`config.mk`:
```
export PLATFORM = sky130hd
export DESIGN_NAME = stack_frame_seq
export DESIGN_NICKNAME = d
export VERILOG_FILES = /design/src/rtl/sfs_pkg.sv /design/src/rtl/sfs_wake_qual.sv /design/src/rtl/sfs_step_decode.sv /design/src/rtl/stack_frame_seq.sv
export SDC_FILE = /design/constraint.sdc
export NUM_CORES = 1
export LEC_CHECK = 0
export BUFFER_PORTS_ARGS = -buffer_cell sky130_fd_sc_hd__buf_2
export CELL_PAD_IN_SITES_DETAIL_PLACEMENT = 1
export CELL_PAD_IN_SITES_GLOBAL_PLACEMENT = 1
export CORE_MARGIN = 4
export CORE_UTILIZATION = 45
export DETAILED_ROUTE_END_ITERATION = 12
export PLACE_DENSITY = 0.87
export SYNTH_ARGS = -nofsm -noshare
export SYNTH_HDL_FRONTEND = slang
export SYNTH_HIERARCHICAL = 1
export SYNTH_SLANG_ARGS = --single-unit
```
`constraint.sdc`:
```
create_clock -name clk -period 10.1 [get_ports clk]
set_input_delay 2.02 -clock clk [delete_from_list [all_inputs] [get_ports clk]]
set_output_delay 2.02 -clock clk [all_outputs]
set_load 0.01 [all_outputs]
```
`src/rtl/sfs_pkg.sv`:
```
package sfs_pkg;
    localparam int ADDR_W      = 16;
    localparam int BYTE_W      = 8;
    localparam int STEP_W      = 4;
    localparam int FRAME_BYTES = 7;
    localparam int VEC_CYC     = 2;
    localparam int SWI_LEN     = 12;
    localparam int WAI_LEN     = 9;
    localparam int RTI_LEN     = 10;
    localparam int CALL_LEN    = 8;
    localparam int RTS_LEN     = 5;
    localparam int PP_LEN      = 4;
    localparam int SWI_VEC_AT  = SWI_LEN - VEC_CYC - 1;
    localparam int WAI_HOLD_AT = WAI_LEN - 1;
    localparam int LAST_FRAME  = FRAME_BYTES - 1;

    typedef enum logic [3:0] {
        OP_SWI  = 4'd0, OP_WAI  = 4'd1, OP_RTI  = 4'd2,
        OP_CALL = 4'd3, OP_RTS  = 4'd4, OP_PSHA = 4'd5,
        OP_PSHB = 4'd6, OP_PULA = 4'd7, OP_PULB = 4'd8
    } op_e;

    typedef enum logic [1:0] {PH_IDLE, PH_RUN, PH_WAIT, PH_VEC} phase_e;
    typedef enum logic [1:0] {ACC_NONE, ACC_WR, ACC_RD} acc_e;
    typedef enum logic [2:0] {
        F_PCL = 3'd0, F_PCH = 3'd1, F_XL = 3'd2, F_XH = 3'd3,
        F_A = 3'd4, F_B = 3'd5, F_SR = 3'd6
    } field_e;

    typedef struct packed {
        acc_e              acc;
        field_e            fld;
        logic [ADDR_W-1:0] addr;
        logic [3:0]        sp_step;
        logic              last;
        logic              to_vec;
        logic              to_wait;
    } step_act_t;
endpackage

```
`src/rtl/sfs_wake_qual.sv`:
```
module sfs_wake_qual #(
    parameter int          MASK_BIT = 4,
    parameter logic [15:0] VEC_NMI  = 16'hFFFC,
    parameter logic [15:0] VEC_IRQ  = 16'hFFF8
) (
    input  logic        nmi_i,
    input  logic        irq_i,
    input  logic [7:0]  sr_i,
    output logic        wake_o,
    output logic [15:0] vec_o
);
    always_comb begin
        wake_o = nmi_i | (irq_i & ~sr_i[MASK_BIT]);
        vec_o  = nmi_i ? VEC_NMI : VEC_IRQ;
    end
endmodule

```
`src/rtl/sfs_step_decode.sv`:
```
module sfs_step_decode
    import sfs_pkg::*;
(
    input  phase_e                  phase_i,
    input  op_e                     op_i,
    input  logic [STEP_W-1:0]       step_i,
    input  logic [ADDR_W-1:0]       sp_i,
    input  logic [ADDR_W-1:0]       vec_i,
    output step_act_t               act_o
);
    logic [ADDR_W-1:0] below, above;

    always_comb begin
        below = sp_i - ADDR_W'(step_i);
        above = sp_i + ADDR_W'(step_i) + ADDR_W'(1);
        act_o = '0;
        act_o.acc  = ACC_NONE;
        act_o.fld  = F_PCL;
        act_o.addr = sp_i;
        if (phase_i == PH_VEC) begin
            act_o.acc  = ACC_RD;
            act_o.addr = vec_i + ADDR_W'(step_i[0]);
            act_o.fld  = step_i[0] ? F_PCL : F_PCH;
            act_o.last = step_i[0];
        end else if (phase_i == PH_RUN) begin
            case (op_i)
                OP_SWI, OP_WAI: begin
                    if (step_i <= STEP_W'(LAST_FRAME)) begin
                        act_o.acc  = ACC_WR;
                        act_o.addr = below;
                        act_o.fld  = field_e'(step_i[2:0]);
                    end
                    if (step_i == STEP_W'(LAST_FRAME)) act_o.sp_step = 4'h9;
                    if (op_i == OP_SWI && step_i == STEP_W'(SWI_VEC_AT)) act_o.to_vec = 1'b1;
                    if (op_i == OP_WAI && step_i == STEP_W'(WAI_HOLD_AT)) act_o.to_wait = 1'b1;
                end
                OP_RTI: begin
                    if (step_i <= STEP_W'(LAST_FRAME)) begin
                        act_o.acc  = ACC_RD;
                        act_o.addr = above;
                        act_o.fld  = field_e'(3'd6 - step_i[2:0]);
                    end
                    if (step_i == STEP_W'(LAST_FRAME)) act_o.sp_step = 4'h7;
                    act_o.last = (step_i == STEP_W'(RTI_LEN - 1));
                end
                OP_CALL: begin
                    if (step_i <= STEP_W'(1)) begin
                        act_o.acc  = ACC_WR;
                        act_o.addr = below;
                        act_o.fld  = step_i[0] ? F_PCH : F_PCL;
                    end
                    if (step_i == STEP_W'(1)) act_o.sp_step = 4'hE;
                    act_o.last = (step_i == STEP_W'(CALL_LEN - 1));
                end
                OP_RTS: begin
                    if (step_i <= STEP_W'(1)) begin
                        act_o.acc  = ACC_RD;
                        act_o.addr = above;
                        act_o.fld  = step_i[0] ? F_PCL : F_PCH;
                    end
                    if (step_i == STEP_W'(1)) act_o.sp_step = 4'h2;
                    act_o.last = (step_i == STEP_W'(RTS_LEN - 1));
                end
                OP_PSHA, OP_PSHB: begin
                    if (step_i == '0) begin
                        act_o.acc     = ACC_WR;
                        act_o.sp_step = 4'hF;
                    end
                    act_o.fld  = (op_i == OP_PSHA) ? F_A : F_B;
                    act_o.last = (step_i == STEP_W'(PP_LEN - 1));
                end
                OP_PULA, OP_PULB: begin
                    if (step_i == '0) act_o.sp_step = 4'h1;
                    if (step_i == STEP_W'(1)) act_o.acc = ACC_RD;
                    act_o.fld  = (op_i == OP_PULA) ? F_A : F_B;
                    act_o.last = (step_i == STEP_W'(PP_LEN - 1));
                end
                default: act_o.last = 1'b1;
            endcase
        end
    end
endmodule

```
`src/rtl/stack_frame_seq.sv`:
```
module stack_frame_seq
    import sfs_pkg::*;
#(
    parameter logic [15:0] SP_INIT  = 16'h00E0,
    parameter int          MASK_BIT = 4,
    parameter logic [15:0] VEC_SWI  = 16'hFFFA,
    parameter logic [15:0] VEC_NMI  = 16'hFFFC,
    parameter logic [15:0] VEC_IRQ  = 16'hFFF8
) (
    input  logic        clk,
    input  logic        rst_n,
    input  logic        start,
    input  logic [3:0]  op_i,
    input  logic [7:0]  a_i,
    input  logic [7:0]  b_i,
    input  logic [15:0] x_i,
    input  logic [15:0] pc_i,
    input  logic [7:0]  sr_i,
    input  logic        nmi_wake,
    input  logic        irq_wake,
    input  logic [7:0]  mem_rdata,
    output logic [15:0] mem_addr,
    output logic        mem_wr,
    output logic        mem_rd,
    output logic [7:0]  mem_wdata,
    output logic [15:0] sp_o,
    output logic [7:0]  a_o,
    output logic [7:0]  b_o,
    output logic [15:0] x_o,
    output logic [15:0] pc_o,
    output logic [7:0]  sr_o,
    output logic        done,
    output logic        stalled
);
    localparam logic [7:0] MASK_SET = 8'(1) << MASK_BIT;

    typedef struct packed {
        phase_e              phase;
        op_e                 op;
        logic [STEP_W-1:0]   step;
        logic [ADDR_W-1:0]   sp;
        logic [ADDR_W-1:0]   vec;
        logic [BYTE_W-1:0]   sa, sb, ssr;
        logic [ADDR_W-1:0]   sx, spc;
        logic [BYTE_W-1:0]   ra, rb, rsr;
        logic [ADDR_W-1:0]   rx, rpc;
    } state_t;

    state_t    q, d;
    step_act_t act;
    logic      wake;
    logic [ADDR_W-1:0] wake_vec;

    sfs_step_decode u_dec (
        .phase_i (q.phase),
        .op_i    (q.op),
        .step_i  (q.step),
        .sp_i    (q.sp),
        .vec_i   (q.vec),
        .act_o   (act)
    );

    sfs_wake_qual #(.MASK_BIT(MASK_BIT), .VEC_NMI(VEC_NMI), .VEC_IRQ(VEC_IRQ)) u_wake (
        .nmi_i  (nmi_wake),
        .irq_i  (irq_wake),
        .sr_i   (q.ssr),
        .wake_o (wake),
        .vec_o  (wake_vec)
    );

    logic active;
    assign active = (q.phase == PH_RUN) || (q.phase == PH_VEC);

    always_comb begin
        d         = q;
        mem_addr  = act.addr;
        mem_wr    = active && (act.acc == ACC_WR);
        mem_rd    = active && (act.acc == ACC_RD);
        done      = active && act.last;
        stalled   = (q.phase == PH_WAIT);
        case (act.fld)
            F_PCL:   mem_wdata = q.spc[7:0];
            F_PCH:   mem_wdata = q.spc[15:8];
            F_XL:    mem_wdata = q.sx[7:0];
            F_XH:    mem_wdata = q.sx[15:8];
            F_A:     mem_wdata = q.sa;
            F_B:     mem_wdata = q.sb;
            default: mem_wdata = q.ssr;
        endcase

        case (q.phase)
            PH_IDLE: if (start) begin
                d.phase = PH_RUN;
                d.op    = op_e'(op_i);
                d.step  = '0;
                d.sa    = a_i;
                d.sb    = b_i;
                d.sx    = x_i;
                d.spc   = pc_i;
                d.ssr   = sr_i;
            end
            PH_WAIT: if (wake) begin
                d.phase = PH_VEC;
                d.step  = '0;
                d.vec   = wake_vec;
                d.rsr   = q.ssr | MASK_SET;
            end
            default: begin
                if (mem_rd) begin
                    case (act.fld)
                        F_PCL:   d.rpc[7:0]  = mem_rdata;
                        F_PCH:   d.rpc[15:8] = mem_rdata;
                        F_XL:    d.rx[7:0]   = mem_rdata;
                        F_XH:    d.rx[15:8]  = mem_rdata;
                        F_A:     d.ra        = mem_rdata;
                        F_B:     d.rb        = mem_rdata;
                        default: d.rsr       = mem_rdata;
                    endcase
                end
                d.sp = q.sp + {{(ADDR_W-4){act.sp_step[3]}}, act.sp_step};
                if (act.last) begin
                    d.phase = PH_IDLE;
                end else if (act.to_vec) begin
                    d.phase = PH_VEC;
                    d.step  = '0;
                    d.vec   = VEC_SWI;
                    d.rsr   = q.ssr | MASK_SET;
                end else if (act.to_wait) begin
                    d.phase = PH_WAIT;
                end else begin
                    d.step = q.step + STEP_W'(1);
                end
            end
        endcase
    end

    always_ff @(posedge clk) begin
        if (!rst_n) begin
            q       <= '0;
            q.phase <= PH_IDLE;
            q.op    <= OP_SWI;
            q.sp    <= SP_INIT;
        end else begin
            q <= d;
        end
    end

    assign sp_o = q.sp;
    assign a_o  = q.ra;
    assign b_o  = q.rb;
    assign x_o  = q.rx;
    assign pc_o = q.rpc;
    assign sr_o = q.rsr;

    AST_ONE_ACCESS: assert property (@(posedge clk) disable iff (!rst_n)
        !(mem_wr && mem_rd));
    AST_IDLE_QUIET: assert property (@(posedge clk) disable iff (!rst_n)
        (q.phase == PH_IDLE) |-> (!mem_wr && !mem_rd && !done));
    AST_DONE_PULSE: assert property (@(posedge clk) disable iff (!rst_n)
        done |=> !done);
    AST_IDLE_SP_HELD: assert property (@(posedge clk) disable iff (!rst_n)
        (q.phase == PH_IDLE) |=> $stable(q.sp));
    AST_WAIT_QUIET: assert property (@(posedge clk) disable iff (!rst_n)
        stalled |-> (!mem_wr && !mem_rd));
    AST_WAIT_SP_HELD: assert property (@(posedge clk) disable iff (!rst_n)
        stalled |=> $stable(q.sp));
    AST_MASKED_IRQ: assert property (@(posedge clk) disable iff (!rst_n)
        (stalled && irq_wake && !nmi_wake && q.ssr[MASK_BIT]) |=> stalled);
    AST_BUSY_NO_RESTART: assert property (@(posedge clk) disable iff (!rst_n)
        (active && !done) |=> $stable(q.op));
endmodule

```
==> qor.csv <==
stage,metric,value,unit
power,Max IR drop VDD,0.0975,mV
logic_synthesis,most frequent cell after synthesis,nand2_1,
floorplan,Core Rows,53,
logic_synthesis,"top cells by count, synth","168 x nand2_1, 154 x dfxtp_1, 119 x nor2_1",
run_status,outcome,completed,
logic_synthesis,Synth Instances,1203,
global_route,largest net degree at the start of global routing,102,
timing,final hold violations,0,
route,drt drc,0,
floorplan,Die X-Extent,154,µm
clock_tree,TritonCTS Buffers,17,
finish,Layout area overhead,10.7,%
timing,post-route setup TNS,0,ns
clock_tree,Setup Buffers After CTS,0,
global_route,gr usage total,26.5,%
clock_tree,CTS tree,built,
logic_synthesis,number of synthesized flops with an enable pin,0,
worst_setup_path,CP Capture Type,primary output,
logic_synthesis,number of distinct library cells after synthesis,84,
route,via count,9157,
placement,routability congestion estimate,0.912,
logic_synthesis,ys async rst share,0,%
logic_synthesis,YS warnings,6,
floorplan,initial core utilization,45.5,%
floorplan,die area,23600,µm²
clock_tree,# hold bufs at CTS,0,
logic_synthesis,top post-synthesis cells by area,"dfxtp_1 32%, buf_4 7.2%, mux2i_1 7.0%",
clock_tree,root buffer cell,clkbuf_16,
timing,fin. max-slew vios,0,
placement,IO Port Bufs,172,
logic_synthesis,syn_area_per_cell,7.93,µm²
placement,DP Wirelength,23.2,mm
clock_tree,CTS Buffer Depth,2,
timing,Slew headroom,22.7,%
floorplan,die height,154,µm
global_route,first-pass GRT wire length,51.0,mm
route,Routed WL per cell,20.5,µm
timing,Fin Clk Skew,0.0150,ns
power,PD cells,144,nW/µm²
logic_synthesis,Synth area leader,dfxtp_1,
timing,Worst Tran Pin Value,1.16,ns
global_route,initial antenna violation count,4,
floorplan,Ports,173,
route,Final ANT Viol Nets,0,
clock_tree,CTS Sinks,154,
timing,RSZ-0062 raised after global routing,false,
worst_setup_path,Worst Path Required,8.08,ns
worst_setup_path,CP max FO,22,
timing,final hold slack,0.462,ns
route,vias per std cell,5.90,
global_route,"Remaining Overflow, GRT",0,
finish,fin util,50.4,%
logic_synthesis,top cell type's share of synthesized area,32.3,%
floorplan,Placeable Area,21000,µm²
route,final WL,31.8,mm
logic_synthesis,Post-synth top flop,dfxtp_1,
timing,Max Freq,0.149,GHz
global_route,number of global-route vias before repair,9285,
worst_setup_path,critical path launch point type,register,
route,DR iter-0 viols,864,
clock_tree,H-tree lvl count,4,
logic_synthesis,sequential area share after synthesis,32.3,%
min_path,hold crit path type,register to register,
timing,fin crit period,6.73,ns
finish,share of cells above drive strength 1,20.7,%
worst_setup_path,Worst Path Arrival,4.71,ns
clock_tree,post-CTS resize count,0,
job,Max Cap Viol,0,
clock_tree,Worst-Skew Late Latency,0.44,ns
logic_synthesis,Seq cells post-synth,154,
logic_synthesis,Post-Syn Area,9540,µm²
power,P_leak,0.00451,µW
finish,NumNets Final,1367,
route,detailed-router iteration count before antenna repair,5,
timing,final setup vio count,0,
timing,Tcrit/Tclk final,66.7,%
worst_setup_path,WS Path Type,register to primary output,
clock_tree,"CTS clk-pin slew, worst paths",0.07,ns
==> area by class of cell <==
cell class	instances	area, µm²
Antenna cell	3	7.51
Multi-Input combinational cell	879	5480
Inverter	26	100
Timing Repair Buffer	183	943
Fill cell	2616	10400
Clock inverter	15	184
Sequential cell	154	3080
Tap cell	275	344
Clock buffer	17	425
==> cells by family (layout without fill, tap and decap cells) <==
group / after synthesis / after routing / share of synthesized area [%]
XOR/XNOR: 23 / 23 / 2.11
flip-flops: 154 / 154 / 32.3
adder cells (fa/ha/maj): 33 / 33 / 4.56
multiplexers: 70 / 70 / 7.50
AND/OR/NAND/NOR: 432 / 432 / 21.0
buffers and inverters: 183 / 241 / 11.0
AO/OA/AOI/OAI: 306 / 306 / 21.4
other: 2 / 18 / 0.0787
==> state kept, by name (all words and copies together) (netlist names) <==
| signal | count |
|---|---|
| b_o | 8 |
| x_o | 16 |
| sp_o | 16 |
| pc_o | 16 |
| sr_o | 8 |
| q | 82 |
| a_o | 8 |
==> where the power goes <==
part | switching (µW) | leakage (µW) | internal, µW
Combinational | 127 | 0.00297 | 70.9
Sequential | 25.4 | 0.00125 | 625
Clock | 301 | 0.000294 | 374
Total | 454 | 0.00451 | 1070
==> final timing paths <==
kind	to	cells past startpoint	startpoint	slack (ns)
worst min register to register	q[74]$_SDFFE_PN0P_	2	q[74]$_SDFFE_PN0P_	0.46
worst min-delay path	q[74]$_SDFFE_PN0P_	2	q[74]$_SDFFE_PN0P_	0.46
worst max-delay path	mem_wdata[1]	13	q[144]$_SDFFE_PN0P_	3.37
worst max register to register	x_o[8]$_SDFFE_PN0P_	11	q[144]$_SDFFE_PN0P_	5.53
==> metrics by stage <==
step                instance area [µm²]  instances  setup slack [ns]  total power (µW)
finish                            10600       1552              3.37              1520
global route                      10600       1551              2.96              1580
CTS                               10600       1549              3.45              1530
detailed placement                 9950       1517              4.00               858
global placement                   9950       1517              4.11               853
floorplan                          9590       1216              5.03               787
==> metal layers <==
| layer | part of all wire [%] | GRT usage, % | wire length (µm) | vias to the layer above |
|---|---|---|---|---|
| met1 | 44 | 35.2 | 14000 | 4485 |
| met4 | 3.5 | 10.4 | 1120 | 2 |
| li1 | - | - | - | 4311 |
| met2 | 47 | 42.8 | 15000 | 278 |
| met5 | 0.028 | 0 | 9 | - |
| met3 | 5.1 | 4.95 | 1640 | 81 |
==> cells in the final DEF, fill, tap and decap left out, types with 5 or more instances in the layout <==
master     count
nor3_1        18
buf_4         11
buf_2        172
o221a_2       15
o311ai_0       6
o22ai_1       14
o21ai_0       42
a211oi_1      12
nor2_1       118
xnor2_1       11
ha_1          30
a221oi_1       5
clkbuf_16     17
a31oi_1       12
nand3_1       31
and2_1        11
nand2b_1       8
nand2_1      168
dfxtp_1      154
o21a_1        10
nor4_1         6
a22oi_1        7
mux2i_1       67
inv_1         23
nor2b_1        9
o211ai_1       9
a211oi_2       5
nand4b_1       5
xor2_1        12
o2111ai_1      5
a21o_1         6
a21oi_1      108
and3_1        12
nand4_1       14
conb_1        15
==> worst max-delay path, stage by stage (launching register included) <==
cell,delay [ns]
dfxtp_1,0.76
ha_1,0.40
nor2_1,0.06
nor4_1,0.31
a31o_2,0.18
a2bb2oi_1,0.07
o22ai_2,0.93
inv_1,0.38
nor2_1,0.36
o211ai_1,0.16
o21ai_0,0.15
o22ai_1,0.14
a21oi_1,0.21
buf_2,0.17
Note: power is estimated with default switching activity, not from simulation.
